<file path="config.mk">
export PLATFORM = sky130hd
export DESIGN_NAME = mcd_top
export DESIGN_NICKNAME = d
export VERILOG_FILES = /design/src/rtl/mcd_pkg.sv /design/src/rtl/mcd_die_select.sv /design/src/rtl/mcd_mode_dec.sv /design/src/rtl/mcd_top.sv
export SDC_FILE = /design/constraint.sdc
export NUM_CORES = 1
export LEC_CHECK = 0
export ABC_AREA = 1
export BUFFER_PORTS_ARGS = -buffer_cell sky130_fd_sc_hd__buf_2
export CAP_MARGIN = 20
export CORE_UTILIZATION = 28
export DETAILED_ROUTE_END_ITERATION = 16
export MAX_ROUTING_LAYER = met4
export PLACE_DENSITY = 0.78
export SLEW_MARGIN = 20
export SYNTH_ARGS = -nofsm -noshare
export SYNTH_HDL_FRONTEND = slang
export SYNTH_SLANG_ARGS = --single-unit
</file>
<file path="constraint.sdc">
create_clock -name vclk -period 1.9
set_input_delay 0.19 -clock vclk [all_inputs]
set_output_delay 0.19 -clock vclk [all_outputs]
set_load 0.02 [all_outputs]
</file>
<file path="src/rtl/mcd_pkg.sv">
`timescale 1ns/1ps
package mcd_pkg;

    localparam int NUM_DIES  = 4;
    localparam int LO_ADDR_W = 21;
    localparam int MODE_W    = 3;

    typedef enum logic [MODE_W-1:0] {
        MODE_SLEEP  = 3'd0,
        MODE_UNSEL  = 3'd1,
        MODE_OUTOFF = 3'd2,
        MODE_READ   = 3'd3,
        MODE_WRITE  = 3'd4
    } op_mode_e;

    // Unified addressing follows a Gray order: the die number is the
    // binary value of the Gray-coded top address bits.
    function automatic logic [$clog2(NUM_DIES)-1:0] gray_to_die(
        input logic [$clog2(NUM_DIES)-1:0] g
    );
        logic [$clog2(NUM_DIES)-1:0] b;
        b[$clog2(NUM_DIES)-1] = g[$clog2(NUM_DIES)-1];
        for (int i = $clog2(NUM_DIES) - 2; i >= 0; i--) begin
            b[i] = b[i+1] ^ g[i];
        end
        return b;
    endfunction

endpackage

</file>
<file path="src/rtl/mcd_die_select.sv">
`timescale 1ns/1ps
module mcd_die_select
    import mcd_pkg::*;
#(
    parameter int DIES = NUM_DIES
) (
    input  logic                     ce_all_n,
    input  logic [DIES-1:0]          ce_n,
    input  logic [$clog2(DIES)-1:0]  addr_hi,
    output logic [DIES-1:0]          sel_n,
    output logic                     any_sel,
    output logic                     illegal
);
    localparam int HI_W  = $clog2(DIES);
    localparam int CNT_W = $clog2(DIES + 1);

    logic [CNT_W-1:0] ind_cnt;
    logic             unified;
    logic [HI_W-1:0]  uni_die;
    logic [DIES-1:0]  sel;

    always_comb begin
        ind_cnt = '0;
        for (int i = 0; i < DIES; i++) begin
            ind_cnt = ind_cnt + CNT_W'(~ce_n[i]);
        end
    end

    assign unified = ~ce_all_n;
    assign uni_die = gray_to_die(addr_hi);
    assign illegal = (ind_cnt > CNT_W'(1)) || (unified && (ind_cnt != '0));

    generate
        for (genvar d = 0; d < DIES; d++) begin : g_die
            logic hit_ind;
            logic hit_uni;
            assign hit_ind  = ce_all_n & ~ce_n[d];
            assign hit_uni  = unified & (uni_die == HI_W'(d));
            assign sel[d]   = ~illegal & (hit_ind | hit_uni);
            assign sel_n[d] = ~sel[d];
        end
    endgenerate

    assign any_sel = |sel;

endmodule

</file>
<file path="src/rtl/mcd_mode_dec.sv">
`timescale 1ns/1ps
module mcd_mode_dec
    import mcd_pkg::*;
(
    input  logic     sleep,
    input  logic     selected,
    input  logic     we_n,
    input  logic     oe_n,
    output op_mode_e mode,
    output logic     dout_en
);
    always_comb begin
        if (sleep) begin
            mode = MODE_SLEEP;
        end else if (!selected) begin
            mode = MODE_UNSEL;
        end else if (!we_n) begin
            mode = MODE_WRITE;
        end else if (!oe_n) begin
            mode = MODE_READ;
        end else begin
            mode = MODE_OUTOFF;
        end
    end

    // The bus is driven only for a read with a die selected and no sleep.
    assign dout_en = ~sleep & selected & we_n & ~oe_n;

endmodule

</file>
<file path="src/rtl/mcd_top.sv">
`timescale 1ns/1ps
module mcd_top
    import mcd_pkg::*;
#(
    parameter int DIES   = NUM_DIES,
    parameter int LO_W   = LO_ADDR_W
) (
    input  logic                    sleep_rst,
    input  logic                    ce_all_n,
    input  logic [DIES-1:0]         ce_n,
    input  logic [$clog2(DIES)-1:0] addr_hi,
    input  logic [LO_W-1:0]         addr_lo,
    input  logic                    we_n,
    input  logic                    oe_n,
    output logic [DIES-1:0]         die_sel_n,
    output logic [LO_W-1:0]         die_addr,
    output logic [MODE_W-1:0]       mode,
    output logic                    dout_en,
    output logic                    sel_illegal
);
    logic [DIES-1:0] raw_sel_n;
    logic            raw_any;
    logic            raw_illegal;
    op_mode_e        mode_e;

    mcd_die_select #(.DIES(DIES)) u_sel (
        .ce_all_n (ce_all_n),
        .ce_n     (ce_n),
        .addr_hi  (addr_hi),
        .sel_n    (raw_sel_n),
        .any_sel  (raw_any),
        .illegal  (raw_illegal)
    );

    mcd_mode_dec u_mode (
        .sleep    (sleep_rst),
        .selected (raw_any),
        .we_n     (we_n),
        .oe_n     (oe_n),
        .mode     (mode_e),
        .dout_en  (dout_en)
    );

    // Sleep parks every die and hides the enable check.
    assign die_sel_n   = sleep_rst ? '1 : raw_sel_n;
    assign sel_illegal = ~sleep_rst & raw_illegal;
    assign die_addr    = addr_lo;
    assign mode        = mode_e;

endmodule

</file>
# [After elaboration in Yosys (flattened, before gate mapping)]
# Cells that the tools add are included.
[op_classes] eq_ne=3 addsub=3 reduce_logical=5 n_mul=0 div_mod_pow=0 muxes=5 bitwise=37 magnitude_cmp=1 n_shift=0
[ops] operator="bitwise AND 1 bit" count=16
[ops] operator="NOT 1 bit" count=12
[ops] operator="NOT 1 -> 3 bit" count=4
[ops] operator="adder 3 bit" count=3
[ops] operator="two-way mux 3 bit" count=3
[ops] operator="equality test 2 bit, second input constant" count=2
[ops] operator="two-way mux 4 bit" count=1
[ops] operator="bitwise OR 1 bit" count=4
[ops] operator="OR reduction 4 bit" count=1
[ops] operator="> comparator 3 x 1 -> 1 bit, second input constant" count=1
[ops] operator="nonzero test 3 bit" count=1
[ops] operator="equality test 2 x 1 -> 1 bit, second input constant" count=1
[ops] operator="logical NOT 2 bit" count=1
[ops] operator="logical AND 1 bit" count=1
[ops] operator="logical OR 1 bit" count=1
[ops] operator="two-way mux 1 bit" count=1
[ops] operator="bitwise XOR 1 bit" count=1
[word_totals] mem_bits_rw=0 romBits=0 reg_bits=0 latch_bits=0 mem_count=0 input_bits=31 output_inout_bits=30 elab_cells=54

# [Logic depth before layout (Yosys ltp)]
# Gate-level depths: netlist (run 1).
[logic_depth] word_depth=13 mapped_depth=12 mapped_depth_nobuf=12

# [Cells and area by module]
# Synthesis (run 1) repeated with hierarchy kept, for this count alone.
[hier_totals] hier_cells=80 area_unflattened_um2=447.9
[by_module_without_submodules] module="mcd_die_select" area_per_inst_um2=214.0 n_inst=1 cells_each=39
[by_module_without_submodules] module="mcd_top" area_per_inst_um2=198.9 n_inst=1 cells_each=32
[by_module_without_submodules] module="mcd_mode_dec" area_per_inst_um2=35.0 n_inst=1 cells_each=9

# [Worst setup path after synthesis (run 1)]
# OpenSTA, ideal clock, no wires.
[synth_path] kind="input-to-output" start="in ce_n[0]" end="out dout_en" path_slack_ns=-0.305 t_required_ns=1.710 n_path_buf=0 arrival_ns=2.015 stages=12 path_cell_list="fa_1 -> inv_1 -> ha_1 -> inv_1 -> ha_1 -> inv_1 -> nand2_1 -> a21boi_4 -> o21ai_1 -> nand2_1 -> nand2_2 -> nor2_1"
[synth_between] elab_chain_len=13 elab_cells_between_ends=20
[synth_lines] item="start, declared" line="mcd_top.sv:10" text="input logic [DIES-1:0] ce_n,"
[synth_lines] item="parallel branches: the longest is 9 deep, another holds adder 3 bit"
[synth_lines] item="OR reduction 4 bit *" line="mcd_die_select.sv:44" text="assign any_sel = |sel;"
[synth_lines] item="bitwise AND 1 bit * (3 in a row)" line="mcd_mode_dec.sv:27" text="assign dout_en = ~sleep & selected & we_n & ~oe_n;"
[synth_lines] item="end, declared" line="mcd_top.sv:18" text="output logic dout_en,"
# Every way passes the cells marked *.

# [Worst setup path after layout (run 1)]
[layout_path] start="in ce_n[3]" end="out mode[1]"
[layout_between] elab_chain_len=10 elab_cells_between_ends=17
[layout_lines] item="parallel branches: the longest is 7 deep, another holds adder 3 bit"
[layout_lines] item="OR reduction 4 bit *" line="mcd_die_select.sv:44"
[layout_lines] item="two-way mux 3 bit *" line="mcd_mode_dec.sv:15" text="end else if (!selected) begin"
[layout_lines] item="two-way mux 3 bit *" line="mcd_mode_dec.sv:13" text="if (sleep) begin"
[layout_lines] item="end, declared" line="mcd_top.sv:17" text="output logic [MODE_W-1:0] mode,"
# Marks and branches as above.

==> metrics.txt, run 1 <==
status finished, violations left; failing checks negative setup slack; Non-Filler Instances between 80 and 90; Final WS setup -298 ps; vias in the first global route 268; Synth Cell Area 413 um^2; HP Class primary input to primary output; final instance area ~500 um^2; die area 0.00163 mm^2; Initial DRT Pass Iterations 4; Detail Route Antenna Nets 0; Critical Path End Type primary output; number of hold buffers added after cts 0; worst slack, placed -466 ps; DRC 0; share of layout cells above drive strength 1 a little under three fifths; setup bufs post-CTS 0; Area after DPL 417 um^2; Synth area leaders buf_4 (38%), nand2_1 (10%), ha_1 (9.1%); first-pass GRT wire length around 1000 um; Die X 40.4 um; Hold Crit Start addr_lo[0]; initial antenna violation count 0; DRT Wirelength 723 um; Yosys cell types 15; RSZ-0062 raised after global routing true; Std-Cell Rows 13; CP Data Required Time about 1700 ps; max incr delay on CP 530 ps; vias 364; drt initial violations 5; slowest CP cell fa_1; Buffers on Ports 19; pwr/cell area 309 mW/mm^2; Setup violations, final 9; Inst Count DP 83; Initial Util 31.0%; num sequential 0; post-synth top area share 38.2%; clock buf count 0; top cells by count, synth buf_4 (21), nand2_1 (11), inv_1 (9); worst hold endpoint die_addr[0]; CP cell instances buf_6 > fa_1 > inv_1 > ha_4 > inv_2 > ha_4 > inv_2 > nand2_2 > a21boi_4 > o21ai_2 > nand2_2 > nand2_4 > nor2_4 > buf_6; Ant. Diodes 0; Crit Path Max Fanout 3; CP Launch Type primary input; synthesized area per cell 6.07 um^2; Detail Placement HPWL 624 um; grt total ovfl 0; hold depth 0; Via density roughly 4.4; post-DR wirelength/cell 8.71 um; kind of critical path primary input to primary output; final hold vios 0; RePlAce Congestion 0.729; slew of the pin with the lowest slew margin 255 ps; Core ar. about 0.0013 mm^2; post-layout net count 105; most numerous cell in the Yosys netlist buf_4; register area 0 um^2; IO Pins 61; slew margin rel. 83.0%; area leader, netlist buf_4; Seq/Total Area, Yosys 0%; largest net degree at the start of global routing 7; crit share post-route 116%; Synthesis Warnings 0; total track usage 8.92%; Max Clk Rate around 460 MHz; Syn Inst Count between 60 and 70; Die Y between 40 and 50 um; Finished Core Util 36.7%; time the worst path needs with I/O delays and setup 2200 ps; Pins Over Slew Limit 0; max_cap viols 0; Syn-to-layout area delta 18.5%; Synth Net Count around 100; VDD IR max 0.000109 V; Pleak between 0.0002 and 0.00025 uW; Arr. time, crit path around 2000 ps; filler instances roughly 150; hold_ws 380 ps
## layer usage
layer	part of all wire [%]	global-route usage (%)
met1	34	9.32
met2	53	16.3
met3	10	1.67
met4	2.6	3.33
met5	0	-
## worst max-delay path by stage
stage,slack [ps],from,endpoint,depth (start not counted)
global route,-400,ce_n[3],dout_en,14
detailed placement,-470,ce_n[0],mode[1],14
floorplan,-220,ce_n[0],mode[1],12
finish,-300,ce_n[3],mode[1],14
CTS,-350,ce_n[3],mode[1],14
global placement,-420,ce_n[0],mode[1],14
## per-stage QoR
step,setup TNS (ps),total power (uW)
final,-2070,151
after global routing,-2950,169
after CTS,-2270,139
after detailed placement,-2960,123
after global placement,-2590,119
after floorplan,-780,146
## where the power goes
| part | switching (uW) | internal [uW] | leakage, uW |
|---|---|---|---|
| sequential | 0 | 0 | 0 |
| clock | 0 | 0 | 0 |
| combinational | 83.8 | 67.2 | 0.000247 |
## final cells by class
class / count / area, um^2 / area share (%)
Inverter: 12 / 45.0 / 9.21
Multi-Input combinational cell: 35 / 284 / 58.1
Tap cell: 15 / 18.8 / 3.84
Timing Repair Buffer: 21 / 141 / 28.9
## cells by family (layout without fill, tap and decap cells)
| family | after synthesis | count (layout) | share of synthesized area [%] |
|---|---|---|---|
| AOI/OAI and AO/OA | 6 | 6 | 11.8 |
| adders and majority gates | 4 | 4 | 13.9 |
| buffers and inverters | 33 | 33 | 49.1 |
| and+or+nand+nor | 25 | 25 | 25.2 |
## cell usage in the layout, fill, tap and decap left out, types with 2 or more instances in the layout
cell type  count
ha_4           2
inv_1          7
nor2_1         4
nor2_4         3
o21ai_2        2
clkinv_1       2
buf_4          2
inv_2          3
nand3_1        4
buf_2         14
nand2_2        2
buf_6          5
nand2_1        9
a21boi_1       2
## timing repair
item	in CTS	in global routing
endpoints found under the setup margin	9	9
pin swaps	8	4
gates resized for setup	12	7
## worst max-delay path: cells and delay by family
family / cells / cell delay, ps
buf+inv: 5 / 370
compound gates: 2 / 230
simple gates: 4 / 340
fa+ha+maj: 3 / 880
Note: power is estimated with default switching activity, not from simulation.
==> run 2, diff against run 1 <==
--- a/config.mk
+++ b/config.mk
@@ -5,13 +5,12 @@
 export SDC_FILE = /design/constraint.sdc
 export NUM_CORES = 1
 export LEC_CHECK = 0
-export ABC_AREA = 1
 export BUFFER_PORTS_ARGS = -buffer_cell sky130_fd_sc_hd__buf_2
 export CAP_MARGIN = 20
 export CORE_UTILIZATION = 28
 export DETAILED_ROUTE_END_ITERATION = 16
 export MAX_ROUTING_LAYER = met4
-export PLACE_DENSITY = 0.78
+export PLACE_DENSITY = 0.79
 export SLEW_MARGIN = 20
 export SYNTH_ARGS = -nofsm -noshare
 export SYNTH_HDL_FRONTEND = slang
==> run 2 against run 1 <==
Compared with the run above: the flow still finishes with violations (negative setup slack); first-iteration DRC count shrank 40%; area after synthesis is 2.4% lower; via count decreased by 3.6%; worst setup slack better by 45 ps; clock-buffer cell count did not move; utilization up 2.4 points; final area grew 5.4%; sequential share of layout area is the same; power shrank 8.9%; global-route usage is 2.4 points higher; synthesized cell count shrank 15%; largest power group unchanged.
==> metrics.txt, run 2 <==
Seq/Total Area, Yosys 0% (unchanged); time the worst path needs with I/O delays and setup 2150 ps (was 2200 ps); Synthesis Warnings 0 (unchanged); hold depth 0 (unchanged); Max Clk Rate 465 MHz (was 455 MHz); Buffers on Ports 19 (unchanged); synthesized area per cell 6.95 um^2 (was 6.07 um^2); RSZ-0062 raised after global routing true (unchanged); commonest non-fill, non-tap cell in the layout buf_6 (was buf_2); Yosys cell types 20 (was 15); number of hold buffers added after cts 0 (unchanged); top cells by count, synth buf_4 (21), inv_1 (6), nor2_1 (5) (was buf_4 (21), nand2_1 (11), inv_1 (9)); failing checks negative setup slack (unchanged); CP Launch Type primary input (unchanged); Critical Path End Type primary output (unchanged); final hold vios 0 (unchanged); post-DR wirelength/cell 10.0 um (was 8.71 um); Non-Filler Instances 76 (was 83); Pleak 0.000237 uW (was 0.000247 uW); share of layout cells above drive strength 1 65.6% (was 57.4%); VDD IR max 0.000115 V (was 0.000109 V); commonest non-fill, non-tap cells in the layout buf_6 (9), buf_2 (8), buf_4 (8), inv_1 (5), nor2_1 (4) (was buf_2 (14), nand2_1 (9), inv_1 (7), buf_6 (5)); hold_ws 380 ps (about the same); Arr. time, crit path 1960 ps (was 2010 ps); Levels on crit path 10 (was 14); Syn Inst Count 58 (was 68); max incr delay on CP 520 ps (was 530 ps); Initial DRT Pass Iterations 4 (unchanged); register area 0 um^2 (unchanged); die area 0.00159 mm^2 (was 0.00163 mm^2); pwr/cell area 267 mW/mm^2 (was 309 mW/mm^2); status finished, violations left (unchanged); DRC 0 (unchanged); Die Y 39.9 um (was 40.4 um); initial antenna violation count 0 (unchanged); Finished Core Util 39.1% (was 36.7%); Via density 4.62 (was 4.39); Pins Over Slew Limit 0 (unchanged); Std-Cell Rows 13 (unchanged); Detail Route Antenna Nets 0 (unchanged); worst slack, placed -378 ps (was -466 ps); Detail Placement HPWL 609 um (was 624 um); Core ar. 0.00132 mm^2 (was 0.00133 mm^2); Synth Cell Area 403 um^2 (was 413 um^2); slew of the pin with the lowest slew margin 278 ps (was 255 ps); Setup violations, final 9 (unchanged); most numerous cell in the Yosys netlist buf_4 (unchanged); Die X 39.9 um (was 40.4 um); HP Class primary input to primary output (unchanged); slowest CP cell fa_1 (unchanged); Final WS setup -252 ps (was -298 ps); total track usage 11.3% (was 8.92%); Initial Util 30.6% (was 31.0%); kind of critical path primary input to primary output (unchanged); max_cap viols 0 (unchanged); Syn-to-layout area delta 28.0% (was 18.5%); Synth area leaders buf_4 (39%), ha_1 (9.3%), inv_1 (5.6%) (was buf_4 (38%), nand2_1 (10%), ha_1 (9.1%)); delay-heaviest family, CP adder cells (unchanged); Clock power frac 0% (about the same); vias in the first global route 312 (was 268); Synth Net Count 93 (was 103); first-pass GRT wire length 1240 um (was 1040 um); CP cell instances buf_6 > fa_1 > inv_1 > ha_2 > ha_2 > nor3_4 > buf_4 > o211ai_1 > nor3_2 > buf_4 (was buf_6 > fa_1 > inv_1 > ha_4 > inv_2 > ha_4 > inv_2 > nand2_2 > a21boi_4 > o21ai_2 > nand2_2 > nand2_4 > nor2_4 > buf_6); Combinational Power Share 100.0% (about the same); sw frac 48.5% (was 55.5%); DRT Wirelength 763 um (was 723 um); CP Data Required Time 1710 ps (about the same); Net Sw Power 66.8 uW (was 83.8 uW); drt initial violations 3 (was 5); crit share post-route 113% (was 116%); Flop pwr share 0% (about the same); internal power 70.8 uW (was 67.2 uW); RePlAce Congestion 0.673 (was 0.729); slew margin rel. 81.4% (was 83.0%); post-synth top area share 39.1% (was 38.2%); filler instances 140 (was 145); final instance area 515 um^2 (was 489 um^2); crit path buf inv count 4 (was 5); Inst Count DP 75 (was 83); IO Pins 61 (unchanged); clock buf count 0 (unchanged); vias 351 (was 364); post-layout net count 98 (was 105); Ant. Diodes 0 (unchanged); largest net degree at the start of global routing 10 (was 7); grt total ovfl 0 (unchanged); Area after DPL 413 um^2 (was 417 um^2); area leader, netlist buf_4 (unchanged); num sequential 0 (unchanged); Crit Path Max Fanout 2 (was 3)
[run 2: cell types whose count changed in the layout (fill, tap and decap cells not counted), moves of 2 or more]
cell and delta:
a21boi_1 -2, buf_2 -6, buf_4 +6, buf_6 +4, clkinv_1 -2, inv_1 -2
inv_2 -2, nand2_1 -8, nand3_1 -4, nor2_4 -3, nor3_2 +2, nor3b_1 +2
[run 2: final timing paths]
path        start            to  slack (ps)
max       ce_n[3]       mode[2]        -250
min   addr_lo[12]  die_addr[12]         380
[run 2: timing repair]
action | 4_1_cts | 5_1_grt
endpoints found under the hold margin | 0 | 0
buffers inserted | 0 | 1
pin swaps | 6 | 6
endpoints found under the setup margin | 9 | 9
gates resized for setup | 19 | 7
[run 2: per-layer routing]
metal | global-route usage [%] | vias to the layer above | wire length, um
li1 | - | 176 | -
met1 | 12.6 | 157 | 253
met2 | 22.2 | 14 | 410
met3 | 0.556 | 4 | 86
met4 | 1.72 | 0 | 12
met5 | - | - | 0
[run 2: final cells by class]
| type | count | area, um^2 | area share [%] |
|---|---|---|---|
| tap | 15 | 18.8 | 3.64 |
| timing repair buffer | 25 | 201 | 39.1 |
| inverter | 6 | 22.5 | 4.37 |
| multi-input combinational | 30 | 273 | 52.9 |
[run 2: stage by stage]
step | TNS, ps | total power (uW)
4_1_cts | -2410 | 129
3_5_place_dp | -2870 | 104
6_report | -1820 | 138
5_1_grt | -2960 | 154
3_3_place_gp | -2380 | 101
2_1_floorplan | -439 | 127
[run 2: logic make-up (layout without fill, tap and decap cells)]
kind of cell               after synthesis  count (layout)  share of synthesized area (%)
AOI/OAI and AO/OA                        8               8                           12.7
adders and majority gates                4               4                           14.3
buffers and inverters                   28              31                           47.5
and+or+nand+nor                         18              18                           25.5
[run 2: power groups by stage]
| stage | Combinational [uW] | Sequential (uW) | Clock (uW) |
|---|---|---|---|
| 4_1_cts | 129 | 0 | 0 |
| 5_1_grt | 154 | 0 | 0 |
| 2_1_floorplan | 127 | 0 | 0 |
| 3_3_place_gp | 101 | 0 | 0 |
| 3_5_place_dp | 104 | 0 | 0 |
| 6_report | 138 | 0 | 0 |
==> run 3, diff against run 2 <==
--- a/config.mk
+++ b/config.mk
@@ -5,12 +5,13 @@
 export SDC_FILE = /design/constraint.sdc
 export NUM_CORES = 1
 export LEC_CHECK = 0
+export ABC_AREA = 1
 export BUFFER_PORTS_ARGS = -buffer_cell sky130_fd_sc_hd__buf_2
 export CAP_MARGIN = 20
 export CORE_UTILIZATION = 28
 export DETAILED_ROUTE_END_ITERATION = 16
 export MAX_ROUTING_LAYER = met4
-export PLACE_DENSITY = 0.79
+export PLACE_DENSITY_LB_ADDON = 0.08
 export SLEW_MARGIN = 20
 export SYNTH_ARGS = -nofsm -noshare
 export SYNTH_HDL_FRONTEND = slang
==> run 3 against run 2 <==
Compared with the run above: the flow still finishes with violations (negative setup slack); first-iteration DRC count decreased by 33%; clock-buffer cell count unchanged; critical path depth increased by 4; combinational power increased by 30%; largest power group unchanged; final area increased by 13%; utilization increased by 4.7 points; maximum frequency decreased by 3.2%; global-route usage decreased by 0.56 points; flip-flop and latch count unchanged.
==> metrics.txt, run 3 (same netlist as run 1, synthesis figures left out) <==
status finished, violations left (unchanged); failing checks negative setup slack (unchanged); Die Y 40.4 um (was 39.9 um); largest net degree at the start of global routing 7 (was 10); slew margin rel. 85.2% (was 81.4%); die area 0.00163 mm^2 (was 0.00159 mm^2); initial antenna violation count 0 (unchanged); first-pass GRT wire length 1210 um (was 1240 um); Net Sw Power 86.0 uW (was 66.8 uW); slew of the pin with the lowest slew margin 222 ps (was 278 ps); crit share post-route 117% (was 113%); Detail Placement HPWL 668 um (was 609 um); Detail Route Antenna Nets 0 (unchanged); Flop pwr share 0% (about the same); post-DR wirelength/cell 8.53 um (was 10.0 um); Initial DRT Pass Iterations 3 (was 4); internal power 94.4 uW (was 70.8 uW); clock buf count 0 (unchanged); Initial Util 31.0% (was 30.6%); Core ar. 0.00133 mm^2 (was 0.00132 mm^2); commonest non-fill, non-tap cell in the layout buf_6 (unchanged); pwr/cell area 309 mW/mm^2 (was 267 mW/mm^2); vias 385 (was 351); CP Launch Type primary input (unchanged); Inst Count DP 86 (was 75); Non-Filler Instances 92 (was 76); time the worst path needs with I/O delays and setup 2220 ps (was 2150 ps); Clock power frac 0% (about the same); Pleak 0.000307 uW (was 0.000237 uW); grt total ovfl 0 (unchanged); hold_ws 380 ps (about the same); Die X 40.4 um (was 39.9 um); DRC 0 (unchanged); VDD IR max 0.000111 V (was 0.000115 V); kind of critical path primary input to primary output (unchanged); RePlAce Congestion 0.648 (was 0.673); Finished Core Util 43.8% (was 39.1%); post-layout net count 114 (was 98); drt initial violations 2 (was 3); slowest CP cell fa_1 (unchanged); CP Capture Point die_sel_n[0] (was mode[2]); register area 0 um^2 (unchanged); Combinational Power Share 100.0% (about the same); Buffers on Ports 19 (unchanged); final hold vios 0 (unchanged); total track usage 10.8% (was 11.3%); Critical Path End Type primary output (unchanged); Std-Cell Rows 13 (unchanged); number of hold buffers added after cts 0 (unchanged); vias in the first global route 322 (was 312); HP Class primary input to primary output (unchanged); CP Data Required Time 1710 ps (about the same); num sequential 0 (unchanged); Final WS setup -323 ps (was -252 ps); sw frac 47.7% (was 48.5%); IO Pins 61 (unchanged); Crit Path Max Fanout 4 (was 2); Setup violations, final 9 (unchanged); Ant. Diodes 0 (unchanged); max incr delay on CP 520 ps (about the same); commonest non-fill, non-tap cells in the layout buf_6 (11), nand2_1 (10), buf_2 (9), buf_4 (9), inv_1 (7) (was buf_6 (9), buf_2 (8), buf_4 (8), inv_1 (5), nor2_1 (4)); Pins Over Slew Limit 0 (unchanged); Via density 4.18 (was 4.62); share of layout cells above drive strength 1 59.7% (was 65.6%); max_cap viols 0 (unchanged); RSZ-0062 raised after global routing true (unchanged); Syn-to-layout area delta 41.5% (was 28.0%); Max Clk Rate 450 MHz (was 465 MHz); filler instances 144 (was 140); DRT Wirelength 785 um (was 763 um); CP cell instances buf_8 > fa_1 > inv_1 > ha_2 > inv_2 > ha_4 > inv_2 > nand2_2 > a21boi_4 > buf_4 > buf_6 > buf_6 > nand3_1 > buf_2 (was buf_6 > fa_1 > inv_1 > ha_2 > ha_2 > nor3_4 > buf_4 > o211ai_1 > nor3_2 > buf_4); crit path from ce_n[3] (unchanged); Arr. time, crit path 2030 ps (was 1960 ps)
run 3: power by group through the flow:
| stage | logic (uW) | registers, uW | clock network, uW |
|---|---|---|---|
| after floorplan | 146 | 0 | 0 |
| after global routing | 200 | 0 | 0 |
| after detailed placement | 130 | 0 | 0 |
| after global placement | 129 | 0 | 0 |
| after CTS | 168 | 0 | 0 |
| final | 180 | 0 | 0 |
run 3: cell type report:
cell class                      instances  area, um^2  share of cell area, %
Multi-Input combinational cell         35         269                   46.0
Tap cell                               15        18.8                   3.21
Timing Repair Buffer                   30         251                   43.0
Inverter                               12        45.0                   7.71
run 3: layer usage:
metal,vias to the layer above,global-route usage (%),share of wire (%)
li1,202,-,-
met1,156,9.03,34
met2,23,22.6,52
met3,4,2.22,11
met4,0,3.33,2.4
met5,-,-,0
run 3: per-stage QoR:
stage | area (um^2) | TNS (ps) | total power (uW) | setup WS, ps
after floorplan | 445 | -780 | 146 | -220
after global placement | 439 | -3040 | 129 | -477
after detailed placement | 439 | -3040 | 130 | -484
after CTS | 537 | -2750 | 168 | -378
after global routing | 584 | -3300 | 200 | -423
final | 584 | -2560 | 180 | -323
run 3: worst min-delay path by stage:
| stage | cells past startpoint | endpoint | slack [ps] | start |
|---|---|---|---|---|
| 3_5_place_dp | 0 | die_addr[15] | 380 | addr_lo[15] |
| 5_1_grt | 0 | die_addr[0] | 380 | addr_lo[0] |
| 4_1_cts | 0 | die_addr[15] | 380 | addr_lo[15] |
| 2_1_floorplan | 1 | mode[2] | 410 | we_n |
| 6_report | 0 | die_addr[13] | 380 | addr_lo[13] |
| 3_3_place_gp | 0 | die_addr[15] | 380 | addr_lo[15] |
run 3: timing repair:
item                                    in CTS  in global routing
endpoints found under the setup margin       9                  9
gates resized for setup                     19                 10
gates cloned                                 0                  0
pin swaps                                    8                  4
setup buffers                                5                  2
run 3: critical path, delay by kind of cell:
kind	cells	cell delay [ps]
compound gates	1	160
buf+inv	8	690
fa+ha+maj	3	880
simple gates	2	100
